### src/rtl/conv_pkg.sv
package conv_pkg;
    localparam int PIX_W   = 8;
    localparam int COEF_W  = 8;
    localparam int OUT_W   = 20;
    localparam int KDIM    = 3;
    localparam int NTAP    = KDIM * KDIM;
    localparam int PROD_W  = PIX_W + COEF_W + 2;
    localparam int SUM_W   = PROD_W + $clog2(NTAP);
    localparam int STAGES  = 4;
    localparam int HI_KEEP = 16;
    localparam int LO_KEEP = 8;

    typedef enum logic [1:0] {
        ST_EMPTY  = 2'd0,
        ST_FLOW   = 2'd1,
        ST_FROZEN = 2'd2
    } pipe_state_t;

    typedef enum logic [1:0] {
        RND_NONE = 2'b00,
        RND_TO16 = 2'b01,
        RND_TO8  = 2'b10,
        RND_RSVD = 2'b11
    } rnd_mode_t;

    typedef struct packed {
        rnd_mode_t rnd;
        logic      two_d;
        logic      signed_mode;
    } cfg_t;
endpackage

### src/rtl/conv_ctrl.sv
module conv_ctrl
    import conv_pkg::*;
#(
    parameter int NSTG = conv_pkg::STAGES
) (
    input  logic            clk,
    input  logic            frame_n,
    input  logic            hold,
    input  logic            in_valid,
    input  logic [NSTG-1:0] vld_pipe,
    output pipe_state_t     state,
    output logic            advance
);
    pipe_state_t state_nx;
    logic        busy;

    assign busy = in_valid || (|vld_pipe);

    always_ff @(posedge clk or negedge frame_n) begin
        if (!frame_n) state <= ST_EMPTY;
        else          state <= state_nx;
    end

    always_comb begin
        state_nx = state;
        unique case (state)
            ST_EMPTY: begin
                if (hold)          state_nx = ST_FROZEN;
                else if (in_valid) state_nx = ST_FLOW;
            end
            ST_FLOW: begin
                if (hold)          state_nx = ST_FROZEN;
                else if (!busy)    state_nx = ST_EMPTY;
            end
            ST_FROZEN: begin
                if (!hold)         state_nx = busy ? ST_FLOW : ST_EMPTY;
            end
            default:               state_nx = ST_EMPTY;
        endcase
    end

    always_comb begin
        unique case (state)
            ST_FROZEN: advance = 1'b0;
            default:   advance = 1'b1;
        endcase
    end
endmodule

### src/rtl/conv_window.sv
module conv_window #(
    parameter int PIX_W = conv_pkg::PIX_W,
    parameter int KDIM  = conv_pkg::KDIM
) (
    input  logic                             clk,
    input  logic                             frame_n,
    input  logic                             advance,
    input  logic                             two_d,
    input  logic                             in_valid,
    input  logic [KDIM-1:0][PIX_W-1:0]       rows_in,
    output logic [KDIM*KDIM-1:0][PIX_W-1:0]  taps,
    output logic                             taps_valid
);
    localparam int NTAP = KDIM * KDIM;

    logic [NTAP-1:0][PIX_W-1:0] feed;

    // Block b of KDIM taps is fed by row KDIM-1-b in 2-D mode; in 1-D mode
    // the blocks are chained into one NTAP-long delay line on row 0.
    for (genvar t = 0; t < NTAP; t++) begin : g_feed
        if (t % KDIM != 0) begin : g_shift
            assign feed[t] = taps[t-1];
        end else if (t == 0) begin : g_head
            assign feed[t] = two_d ? rows_in[KDIM-1] : rows_in[0];
        end else begin : g_join
            assign feed[t] = two_d ? rows_in[KDIM-1-(t/KDIM)] : taps[t-1];
        end
    end

    always_ff @(posedge clk or negedge frame_n) begin
        if (!frame_n) begin
            taps       <= '0;
            taps_valid <= 1'b0;
        end else if (advance) begin
            taps       <= feed;
            taps_valid <= in_valid;
        end
    end
endmodule

### src/rtl/conv_mac.sv
module conv_mac #(
    parameter int PIX_W  = conv_pkg::PIX_W,
    parameter int COEF_W = conv_pkg::COEF_W,
    parameter int NTAP   = conv_pkg::NTAP,
    parameter int SUM_W  = conv_pkg::SUM_W
) (
    input  logic                          clk,
    input  logic                          frame_n,
    input  logic                          advance,
    input  logic                          signed_mode,
    input  logic [NTAP-1:0][PIX_W-1:0]    taps,
    input  logic [NTAP-1:0][COEF_W-1:0]   coefs,
    input  logic                          taps_valid,
    output logic signed [SUM_W-1:0]       sum_q,
    output logic                          prod_valid,
    output logic                          sum_valid
);
    localparam int PROD_W = PIX_W + COEF_W + 2;

    logic signed [PROD_W-1:0] prod_c [NTAP];
    logic signed [PROD_W-1:0] prod_q [NTAP];
    logic signed [SUM_W-1:0]  sum_c;

    // Weight c pairs with tap NTAP-1-c: A meets the oldest sample.
    for (genvar c = 0; c < NTAP; c++) begin : g_mul
        logic signed [PIX_W:0]  px;
        logic signed [COEF_W:0] cf;
        assign px        = {signed_mode & taps[NTAP-1-c][PIX_W-1], taps[NTAP-1-c]};
        assign cf        = {signed_mode & coefs[c][COEF_W-1], coefs[c]};
        assign prod_c[c] = px * cf;
    end

    always_comb begin
        sum_c = '0;
        for (int c = 0; c < NTAP; c++) begin
            sum_c = sum_c + SUM_W'(prod_q[c]);
        end
    end

    always_ff @(posedge clk or negedge frame_n) begin
        if (!frame_n) begin
            for (int c = 0; c < NTAP; c++) prod_q[c] <= '0;
            sum_q      <= '0;
            prod_valid <= 1'b0;
            sum_valid  <= 1'b0;
        end else if (advance) begin
            for (int c = 0; c < NTAP; c++) prod_q[c] <= prod_c[c];
            sum_q      <= sum_c;
            prod_valid <= taps_valid;
            sum_valid  <= prod_valid;
        end
    end
endmodule

### src/rtl/conv_round.sv
module conv_round
    import conv_pkg::*;
#(
    parameter int SUM_W   = conv_pkg::SUM_W,
    parameter int OUT_W   = conv_pkg::OUT_W,
    parameter int HI_KEEP = conv_pkg::HI_KEEP,
    parameter int LO_KEEP = conv_pkg::LO_KEEP
) (
    input  logic                    clk,
    input  logic                    frame_n,
    input  logic                    advance,
    input  rnd_mode_t               rnd,
    input  logic signed [SUM_W-1:0] sum_in,
    input  logic                    sum_valid,
    output logic [OUT_W-1:0]        out_data,
    output logic                    out_valid
);
    localparam int DROP_HI = OUT_W - HI_KEEP;
    localparam int DROP_LO = OUT_W - LO_KEEP;

    logic [SUM_W-1:0] bias;
    logic [SUM_W-1:0] keep_mask;
    logic [SUM_W-1:0] rounded;

    always_comb begin
        bias      = '0;
        keep_mask = '1;
        unique case (rnd)
            RND_TO16: begin
                bias      = SUM_W'(1) << (DROP_HI - 1);
                keep_mask = {SUM_W{1'b1}} << DROP_HI;
            end
            RND_TO8: begin
                bias      = SUM_W'(1) << (DROP_LO - 1);
                keep_mask = {SUM_W{1'b1}} << DROP_LO;
            end
            default: begin
                bias      = '0;
                keep_mask = '1;
            end
        endcase
        rounded = ($unsigned(sum_in) + bias) & keep_mask;
    end

    always_ff @(posedge clk or negedge frame_n) begin
        if (!frame_n) begin
            out_data  <= '0;
            out_valid <= 1'b0;
        end else if (advance) begin
            out_data  <= rounded[OUT_W-1:0];
            out_valid <= sum_valid;
        end
    end
endmodule

### src/rtl/conv3x3_engine.sv
module conv3x3_engine
    import conv_pkg::*;
#(
    parameter int PIX_W  = conv_pkg::PIX_W,
    parameter int COEF_W = conv_pkg::COEF_W,
    parameter int OUT_W  = conv_pkg::OUT_W,
    parameter int KDIM   = conv_pkg::KDIM
) (
    input  logic                          clk,
    input  logic                          frame_n,
    input  logic                          hold,
    input  logic [3:0]                    cfg_mode,
    input  logic [KDIM*KDIM*COEF_W-1:0]   coef_vec,
    input  logic [KDIM*PIX_W-1:0]         pix_rows,
    input  logic                          in_valid,
    output logic [OUT_W-1:0]              out_data,
    output logic                          out_valid
);
    localparam int NTAP  = KDIM * KDIM;
    localparam int SUM_W = PIX_W + COEF_W + 2 + $clog2(NTAP);

    cfg_t                        cfg;
    pipe_state_t                 state;
    logic                        advance;
    logic [KDIM-1:0][PIX_W-1:0]  rows;
    logic [NTAP-1:0][COEF_W-1:0] coefs;
    logic [NTAP-1:0][PIX_W-1:0]  taps;
    logic                        taps_valid;
    logic                        prod_valid;
    logic                        sum_valid;
    logic signed [SUM_W-1:0]     sum_q;

    assign cfg   = cfg_t'(cfg_mode);
    assign rows  = pix_rows;
    assign coefs = coef_vec;

    conv_ctrl #(.NSTG(4)) u_ctrl (
        .clk      (clk),
        .frame_n  (frame_n),
        .hold     (hold),
        .in_valid (in_valid),
        .vld_pipe ({taps_valid, prod_valid, sum_valid, out_valid}),
        .state    (state),
        .advance  (advance)
    );

    conv_window #(.PIX_W(PIX_W), .KDIM(KDIM)) u_window (
        .clk        (clk),
        .frame_n    (frame_n),
        .advance    (advance),
        .two_d      (cfg.two_d),
        .in_valid   (in_valid),
        .rows_in    (rows),
        .taps       (taps),
        .taps_valid (taps_valid)
    );

    conv_mac #(.PIX_W(PIX_W), .COEF_W(COEF_W), .NTAP(NTAP), .SUM_W(SUM_W)) u_mac (
        .clk         (clk),
        .frame_n     (frame_n),
        .advance     (advance),
        .signed_mode (cfg.signed_mode),
        .taps        (taps),
        .coefs       (coefs),
        .taps_valid  (taps_valid),
        .sum_q       (sum_q),
        .prod_valid  (prod_valid),
        .sum_valid   (sum_valid)
    );

    conv_round #(.SUM_W(SUM_W), .OUT_W(OUT_W)) u_round (
        .clk       (clk),
        .frame_n   (frame_n),
        .advance   (advance),
        .rnd       (cfg.rnd),
        .sum_in    (sum_q),
        .sum_valid (sum_valid),
        .out_data  (out_data),
        .out_valid (out_valid)
    );
endmodule

### config.mk
export PLATFORM = sky130hd
export DESIGN_NAME = conv3x3_engine
export DESIGN_NICKNAME = d
export VERILOG_FILES = /design/src/rtl/conv_pkg.sv /design/src/rtl/conv_ctrl.sv /design/src/rtl/conv_window.sv /design/src/rtl/conv_mac.sv /design/src/rtl/conv_round.sv /design/src/rtl/conv3x3_engine.sv
export SDC_FILE = /design/constraint.sdc
export NUM_CORES = 2
export LEC_CHECK = 0
export BUFFER_PORTS_ARGS = -buffer_cell sky130_fd_sc_hd__buf_2
export CAP_MARGIN = 20
export CELL_PAD_IN_SITES_DETAIL_PLACEMENT = 1
export CELL_PAD_IN_SITES_GLOBAL_PLACEMENT = 1
export CORE_MARGIN = 10
export CORE_UTILIZATION = 50
export DETAILED_ROUTE_END_ITERATION = 12
export PLACE_DENSITY_LB_ADDON = 0.1
export SLEW_MARGIN = 20
export SYNTH_ARGS = -nofsm -noshare
export SYNTH_HDL_FRONTEND = slang
export SYNTH_HIERARCHICAL = 1
export SYNTH_SLANG_ARGS = --single-unit
### constraint.sdc
create_clock -name clk -period 10.9 [get_ports clk]
set_clock_uncertainty 0.15 [all_clocks]
set_input_delay 1.635 -clock clk [delete_from_list [all_inputs] [get_ports clk]]
set_output_delay 1.635 -clock clk [all_outputs]
set_load 0.02 [all_outputs]
==> flow_summary.json <==
{
  "outcome": "completed",
  "dpl.hpwl_um": 93770,
  "drc": 0,
  "use_met2_pct": 40.56,
  "drv_cap": 0,
  "end_kind": "flop",
  "grt_max_degree": 183,
  "postSynthNetCount": 5624,
  "numClockSinks": 280,
  "slew_violations": 0,
  "placementRows": 107,
  "synth_cells": 4393,
  "gr-usage-met3_pct": 2.020,
  "setup_tns_ns": 0,
  "min_path_type": "flop to flop",
  "synthesis.area_mm2": 0.04287,
  "crit_arrival_ns": 7.46,
  "met1_usage_pct": 33.07,
  "cts.repair.resized": 0,
  "cts_root_buf": "clkbuf_16",
  "die_w_um": 312.8,
  "path_delay_family": "adder cells",
  "h-tree-depth": 2,
  "post_cts_buffers": 0,
  "nets": 5586,
  "worstPathRequired_ns": 11.13,
  "overflow": 0,
  "die_area_mm2": 0.09786,
  "crit_slowest_cell": "fa_1",
  "viasPerCell": 5.291,
  "reg2regPathDepth": 16,
  "crit_cells": 19,
  "coreArea_mm2": 0.08515,
  "post-place-ws_ns": 3.117,
  "cts.hold.buffers_added": 0,
  "wl_per_cell_um": 20.50,
  "fmax_mhz": 138.3,
  "setup_violations": 0,
  "io_buffers": 124,
  "whs_ns": 0.3379,
  "max_slew_margin_pct": 32.12,
  "hold_depth": 1,
  "path_clk_slew_ns": 0.06,
  "drive_above_1_share_pct": 8.678,
  "cp_max_fo": 25,
  "grt_usage_pct": 23.73,
  "clk_path_buf_depth": 3,
  "antenna_found_initial": 2,
  "rsz0062_at_grt": "no",
  "grt.busiest_layer": "met2",
  "start_util_pct": 50.35,
  "die_y_um": 312.8,
  "place.gp.congestion": 0.8528,
  "cts_tree": "yes",
  "fin_crit_sh_pct": 66.31,
  "drt-initial-drc-count": 1629,
  "cts-buffers-inserted": 36,
  "wirelength_um": 113200,
  "io-pin-count": 125,
  "cp-start-kind": "input port",
  "hold_viol": 0,
  "avgSynthCellArea_um2": 9.760,
  "path_class": "input port to flop",
  "crit_chain": "buf_2 > buf_4 > nand2_1 > or2_2 > fa_1 > fa_1 > inv_1 > fa_1 > fa_1 > inv_1 > fa_1 > inv_1 > ha_1 > o21a_1 > o31ai_2 > a21oi_1 > o41ai_1 > xnor2_1 > a21oi_1",
  "clk_latency_ns": 0.56,
  "worst_pin_slew_ns": 1.018,
  "first_pass_iters": 5,
  "critPathMostFrequentCell": "fa_1",
  "path_buf_inv": 5,
  "period_needed_ns": 7.228,
  "antenna_cells": 0,
  "via_count": 29220,
  "grt_pass1_wl_um": 185600,
  "critPathMaxStageDelay_ns": 0.53,
  "antenna_left": 0,
  "worst_slack_ns": 3.672,
  "syn_to_final_growth_pct": 5.615,
  "yosys_warnings": 6,
  "grt_pass1_vias": 32670
}
cell type report:
class | count | area, µm²
fillers | 9615 | 39860
clock buffers | 45 | 1016
multi-input cells | 2922 | 31110
clock inverters | 17 | 280.3
flip-flops and latches | 280 | 7007
repair buffers | 143 | 785.8
well taps | 1144 | 1431
inverters | 972 | 3649
final timing paths:
check,startpoint,endpoint,slack [ns]
max,cfg_mode[0],u_mac/prod_q[53]$_DFFE_PN0P_,3.67
min,u_round/out_data[10]$_DFFE_PN0P_,u_round/out_data[10]$_DFFE_PN0P_,0.34
max reg2reg,u_window/taps[31]$_DFFE_PN0P_,u_mac/prod_q[68]$_DFFE_PN0P_,4.95
min reg2reg,u_round/out_data[10]$_DFFE_PN0P_,u_round/out_data[10]$_DFFE_PN0P_,0.34
max in group asynchronous,frame_n,u_mac/prod_q[89]$_DFFE_PN0P_,7.43
min in group asynchronous,frame_n,u_mac/prod_valid$_DFFE_PN0P_,0.91
registers in the layout, indices dropped and copies added, names as in the netlist, 2 cells and up:
signal and cells:
u_mac/prod_q 162, u_ctrl/state 2, u_round/out_data 20, u_window/taps 72, u_mac/sum_q 20
cell usage in the layout, fill, tap and decap left out, types with 10 or more instances in the layout:
cell type  count
nand2_1      444
a21oi_1       98
or2_2         13
nand2b_1      12
buf_4         18
ha_1         368
o2111ai_1     17
dfrtp_1      280
buf_2        123
xor2_1        47
mux2_4        49
o21ai_1       15
nor2_1       125
or3_1         28
nor3_1        23
fa_1         759
clkbuf_16     37
mux2i_1       42
mux2_2       101
and3_1        31
o21ai_0       99
inv_1        971
a21o_1        33
nor2b_1       11
a31oi_1       10
o21a_1        38
and2_1       260
nand3_1       72
xnor2_1      122
through the flow:
stage               utilization (%)  cell area [µm²]  std cells
finish                        53.18            45280       5523
CTS                           53.18            45280       5523
global route                  53.18            45280       5523
floorplan                         -            42870       4393
global placement              51.66            43990       5461
detailed placement            51.66            43990       5461
routing by layer:
layer  vias to the layer above  share of wire (%)
li1                      13290                  -
met1                     15450                 46
met2                       374                 50
met3                       102                2.7
met4                         2                1.6
met5                         -              0.012
Power is left out: the tool's default activity adds up to more than one toggle a clock period on the data nets, which glitch-free logic cannot reach.
